<file path="src/rtl/cla_pkg.sv">
package cla_pkg;

  // Merge two adjacent spans: lower span (g_lo, p_lo), upper span (g_hi, p_hi).
  function automatic logic span_gen(input logic g_lo, input logic p_hi, input logic g_hi);
    return g_hi | (p_hi & g_lo);
  endfunction

  function automatic logic span_prop(input logic p_lo, input logic p_hi);
    return p_lo & p_hi;
  endfunction

  // Carry leaving a span given the carry entering it.
  function automatic logic carry_across(input logic g, input logic p, input logic c);
    return g | (p & c);
  endfunction

  function automatic bit is_pow2(input int unsigned v);
    return (v >= 2) && ((v & (v - 1)) == 0);
  endfunction

endpackage

</file>
<file path="src/rtl/cla_pg_cell.sv">
module cla_pg_cell (
  input  logic x,
  input  logic y,
  output logic prop,
  output logic gen
);
  assign prop = x ^ y;
  assign gen  = x & y;
endmodule

</file>
<file path="src/rtl/cla_merge_cell.sv">
module cla_merge_cell
  import cla_pkg::*;
(
  input  logic p_lo,
  input  logic g_lo,
  input  logic p_hi,
  input  logic g_hi,
  input  logic c_in,
  output logic p_out,
  output logic g_out,
  output logic c_lo,
  output logic c_hi
);
  // Upward: span flags.
  assign p_out = span_prop(p_lo, p_hi);
  assign g_out = span_gen(g_lo, p_hi, g_hi);
  // Downward: carries into each half.
  assign c_lo  = c_in;
  assign c_hi  = carry_across(g_lo, p_lo, c_in);
endmodule

</file>
<file path="src/rtl/cla_tree.sv">
module cla_tree #(
  parameter int unsigned WIDTH = 8
) (
  input  logic [WIDTH-1:0] leaf_p,
  input  logic [WIDTH-1:0] leaf_g,
  input  logic             c_root,
  output logic [WIDTH-1:0] leaf_c,
  output logic             root_p,
  output logic             root_g
);
  // Heap numbering: node 1 is the root, node n has children 2n (lower
  // half) and 2n+1 (upper half), leaf for bit i is node WIDTH+i.
  localparam int unsigned NODES = 2 * WIDTH;

  logic [NODES-1:1] node_p;
  logic [NODES-1:1] node_g;
  logic [NODES-1:1] node_c;

  for (genvar i = 0; i < WIDTH; i++) begin : g_leaf
    assign node_p[WIDTH+i] = leaf_p[i];
    assign node_g[WIDTH+i] = leaf_g[i];
    assign leaf_c[i]       = node_c[WIDTH+i];
  end

  assign node_c[1] = c_root;

  for (genvar n = 1; n < WIDTH; n++) begin : g_node
    cla_merge_cell u_merge (
      .p_lo  (node_p[2*n]),
      .g_lo  (node_g[2*n]),
      .p_hi  (node_p[2*n+1]),
      .g_hi  (node_g[2*n+1]),
      .c_in  (node_c[n]),
      .p_out (node_p[n]),
      .g_out (node_g[n]),
      .c_lo  (node_c[2*n]),
      .c_hi  (node_c[2*n+1])
    );
  end

  assign root_p = node_p[1];
  assign root_g = node_g[1];
endmodule

</file>
<file path="src/rtl/cla_adder.sv">
module cla_adder
  import cla_pkg::*;
#(
  parameter int unsigned WIDTH = 8
) (
  input  logic [WIDTH-1:0] op_a,
  input  logic [WIDTH-1:0] op_b,
  input  logic             carry_in,
  output logic [WIDTH-1:0] sum_o,
  output logic             carry_out
);
  localparam int unsigned LEVELS = $clog2(WIDTH);

  if (!is_pow2(WIDTH) || ((1 << LEVELS) != WIDTH)) begin : g_bad_width
    $error("cla_adder: WIDTH must be a power of two of at least 2");
  end

  logic [WIDTH-1:0] bit_p;
  logic [WIDTH-1:0] bit_g;
  logic [WIDTH-1:0] bit_c;
  logic             grp_p;
  logic             grp_g;

  for (genvar i = 0; i < WIDTH; i++) begin : g_bit
    cla_pg_cell u_pg (
      .x    (op_a[i]),
      .y    (op_b[i]),
      .prop (bit_p[i]),
      .gen  (bit_g[i])
    );
    assign sum_o[i] = bit_p[i] ^ bit_c[i];
  end

  cla_tree #(.WIDTH(WIDTH)) u_tree (
    .leaf_p (bit_p),
    .leaf_g (bit_g),
    .c_root (carry_in),
    .leaf_c (bit_c),
    .root_p (grp_p),
    .root_g (grp_g)
  );

  assign carry_out = carry_across(grp_g, grp_p, carry_in);
endmodule

</file>
<file path="config.mk">
export PLATFORM = sky130hd
export DESIGN_NAME = cla_adder
export DESIGN_NICKNAME = d
export VERILOG_FILES = /design/src/rtl/cla_pkg.sv /design/src/rtl/cla_pg_cell.sv /design/src/rtl/cla_merge_cell.sv /design/src/rtl/cla_tree.sv /design/src/rtl/cla_adder.sv
export SDC_FILE = /design/constraint.sdc
export NUM_CORES = 1
export LEC_CHECK = 0
export CAP_MARGIN = 10
export CORE_AREA = 2 2 39 41
export DETAILED_ROUTE_END_ITERATION = 10
export DIE_AREA = 0 0 41 43
export PLACE_DENSITY_LB_ADDON = 0.15
export RECOVER_POWER = 25
export SLEW_MARGIN = 20
export SYNTH_ARGS = -nofsm -noshare
export SYNTH_HDL_FRONTEND = slang
export SYNTH_SLANG_ARGS = --single-unit
</file>
<file path="constraint.sdc">
create_clock -name vclk -period 6.1
set_input_delay 1.22 -clock vclk [all_inputs]
set_output_delay 1.22 -clock vclk [all_outputs]
set_load 0.02 [all_outputs]
</file>
Word level (Yosys, flattened, before mapping)
Cells that the tools add are included.
- $add $sub $neg: 0
- multiply operators: 0
- divide/modulo/power cells: 0
- order comparisons: 0
- equality and inequality tests: 0
- shifts and indexed selects: 0
- muxes and demuxes: 0
- bitwise operators: 61
- reduce and logical (&&, ||, !) cells: 0
- operators by type and width (operator ; count):
    $and 1x1->1 ; 30
    $xor 1x1->1 ; 16
    $or 1x1->1 ; 15
- bits in registers: 0
- latch bits: 0
- bits in writable memories: 0
- ROM bits: 0
- input port bits: 17
- output and inout bits: 9
- word-level logic and storage cells: 61
- memories kept: 0

Longest topological paths before layout
- depth after elaboration: 11
- mapped depth: 7
- depth with buffers taken out: 7

Hierarchy
A second synthesis with hierarchy kept.
- cell total of the unflattened synthesis: 53
- area total of the unflattened synthesis: 439.2 µm²
- modules (own cells, without submodules) (module ; instances ; cells an instance ; area each (µm²) ; sequential area each (µm²)):
    cla_merge_cell ; 7 ; 4 ; 28.8 ; 0.0
    cla_pg_cell ; 8 ; 1 ; 12.5 ; 0.0
    cla_adder ; 1 ; 9 ; 77.6 ; 0.0
    cla_tree ; 1 ; 8 ; 60.1 ; 0.0

Worst setup path after synthesis
OpenSTA, ideal clock, no wires.
- kind: input port to output port
- from: in op_a[0]
- to: out sum_o[7]
- arrival: 3.046 ns
- data required time: 4.880 ns
- setup slack: 1.834 ns
- stages on the path: 7
- buffers on the path: 0
- cell sequence: ha_1 a211oi_2 o21bai_1 a2111oi_2 a21oi_1 fa_1 xor2_1
- longest elaborated chain between the ends: 11
- elaborated cells on any way between the ends: 15
- those cells by class: 15 x bitwise
- RTL lines (element ; RTL line ; text):
    start, declared ; cla_adder.sv:6 ; input logic [WIDTH-1:0] op_a,
    $and 1x1->1 ; cla_pg_cell.sv:8 ; assign gen = x & y;
    $and 1x1->1 ; cla_pkg.sv:5 ; return g_hi | (p_hi & g_lo);
    $or 1x1->1 ; cla_pkg.sv:5 ;
    $and 1x1->1 ; cla_pkg.sv:5 ;
    $or 1x1->1 ; cla_pkg.sv:5 ;
    $or 1x1->1 (*) ; cla_pkg.sv:14 ; return g | (p & c);
    $and 1x1->1 (*) ; cla_pkg.sv:14 ;
    $or 1x1->1 (*) ; cla_pkg.sv:14 ;
    $and 1x1->1 (*) ; cla_pkg.sv:14 ;
    $or 1x1->1 (*) ; cla_pkg.sv:14 ;
    $xor 1x1->1 (*) ; cla_adder.sv:31 ; assign sum_o[i] = bit_p[i] ^ bit_c[i];
    end, declared ; cla_adder.sv:9 ; output logic [WIDTH-1:0] sum_o,
Every way passes the cells marked *; elsewhere a longest branch is shown, timed or not.

Final worst setup path
Ends and elaborated chain as after synthesis.

==> metrics.txt <==
final worst slack 0.949 ns; top post-synthesis cells by count 8 x ha_1, 4 x fa_1, 4 x inv_1; WP data required 4.88 ns; Die Area roughly 0.0018 mm^2; first-pass GRT wire length 1.30 mm; Final Instance Count excl. Fillers 76; All-Layer GR Usage 9.63%; area share of the largest cell type after synthesis 30.2%; IO buf count 26; Final HPWL DP 676 um; Routed WL 688 um; Worst Path Buf+Inv 2; core area 0.00138 mm^2; Final min period approximately 5.2 ns; Critical-path top delay cell clkdlybuf4s50_1; initial antenna violation count 0; Syn Nets 63; setup repair after global routing missed its margin no; cell area after synthesis 332 um^2; Hold Crit Class in2out; gpl congestion 0.589; VDD IR max 49.9 uV; Crit path max-delay family buffers and inverters; TNS Setup 0 ns; share of cells above drive strength 1 6.67%; Die Y 43 um; total grt overflow 0; most used cell, CP clkdlybuf4s50_1; remaining antenna violation count 0; vias in the first global route 327; fill count 152; final hold viol count 0; Area Growth Syn to Fin 84.5%; # setup viols final 0; DR iter-0 viols 1; post-synth top area cell ha_1; leakage power around 0.27 nW; drt drc 0; Syn Area/Cell 9.75 um^2; crit path cell chain clkdlybuf4s50_1 -> ha_1 -> a211oi_2 -> o21bai_1 -> a2111oi_2 -> a21oi_1 -> fa_1 -> xor2_1 -> clkdlybuf4s50_1; register area share after synthesis 0%; initial core utilization 24.0%; endpoint class of the critical path output port; vias per cell about 4.5; I/O Pins 26; startpoint types input pin; Hold Buf Count CTS 0; status complete, no violations; Synth Warn # 0; Synth area leaders ha_1 30%, fa_1 24%, xor2_1 7.9%, a21o_2 5.3%, a21oi_1 4.5%; total power 0.0000774 W; # placed instances 76; worst hold margin 3.68 ns; Slew HR 78.8%; cells after synthesis 34; routed via count 340; crit path DAT 3.93 ns; n_diodes 0; Die Span X 41 um; fin crit share 84.4%; num sequential 0; footprint of the multi-input gates about 320 um^2; count leader, synth ha_1; Register Area 0 um^2; Detailed Routing Iterations Pass 1 3; number of clock buffers in the layout 0; Synth cell types 16; worst-margin pin slew roughly 0.32 ns; postcts setup bufs 0; crit-path max FO 2; dpl ws 0.922 ns; Max Cap Viol 0; largest net degree at the start of global routing 5; post-cts gate resize count 0; WL per Instance slightly above 9 um; Pwr per Cell Area 127 mW/mm^2; # rows 14; CP Class in2out; Fmax ~190 MHz; max-slew violation count 0; nets@finish 91; Crit path largest cell delay 0.61 ns
[cell families after synthesis]
logic type               Yosys count  synth area share [%]
AO/OA/AOI/OAI                     12                  27.9
adder cells (fa/ha/maj)           12                  54.3
XOR/XNOR                           4                  10.6
buffers and inverters              4                  4.53
AND/OR/NAND/NOR                    2                  2.64
[tightest hold or removal path, stage by stage]
cell,delay (ns)
clkdlybuf4s50_1,0.46
ha_1,0.18
xor2_1,0.08
clkdlybuf4s50_1,0.53
[per-layer routing]
metal	wire length [um]	global-route usage, %	vias up
met5	0	0	-
met2	364	15.6	11
li1	-	-	177
met4	0	0	0
met3	36	0	0
met1	286	14.7	152
[worst paths after layout]
kind	from	endpoint	depth (start not counted)
worst max-delay path	op_a[0]	sum_o[7]	9
worst min-delay path	op_b[3]	sum_o[3]	4
[cell type report]
type | count | area share (%)
Inverter | 4 | 2.45
Multi-Input combinational cell | 30 | 51.7
Tap cell | 16 | 3.27
Timing Repair Buffer | 26 | 42.5
[per-stage QoR]
stage | utilization, % | area [um^2]
final | 44.2 | 612
after global routing | 44.2 | 612
after CTS | 44.2 | 612
after detailed placement | 44.2 | 612
after global placement | 44.2 | 612
after floorplan | - | 332
[where the power goes]
| part | switching [W] | leakage [nW] | total, W | internal (W) |
|---|---|---|---|---|
| Sequential | 0 | 0 | 0 | 0 |
| Clock | 0 | 0 | 0 | 0 |
| Combinational | 0.0000357 | 0.272 | 0.0000774 | 0.0000417 |
| Total | 0.0000357 | 0.272 | 0.0000774 | 0.0000417 |
[cell usage in the layout (no fill, tap or decap), drive strengths merged]
cell type / n
a21oi: 3
o21bai: 1
inv: 4
xor2: 3
xnor2: 1
a2111oi: 1
o21ai: 2
a21o: 3
nand3: 1
ha: 8
dlygate4sd3: 2
nand2: 1
o211ai: 1
clkdlybuf4s50: 24
a211oi: 1
fa: 4
Power figures use the tool's default switching activity.
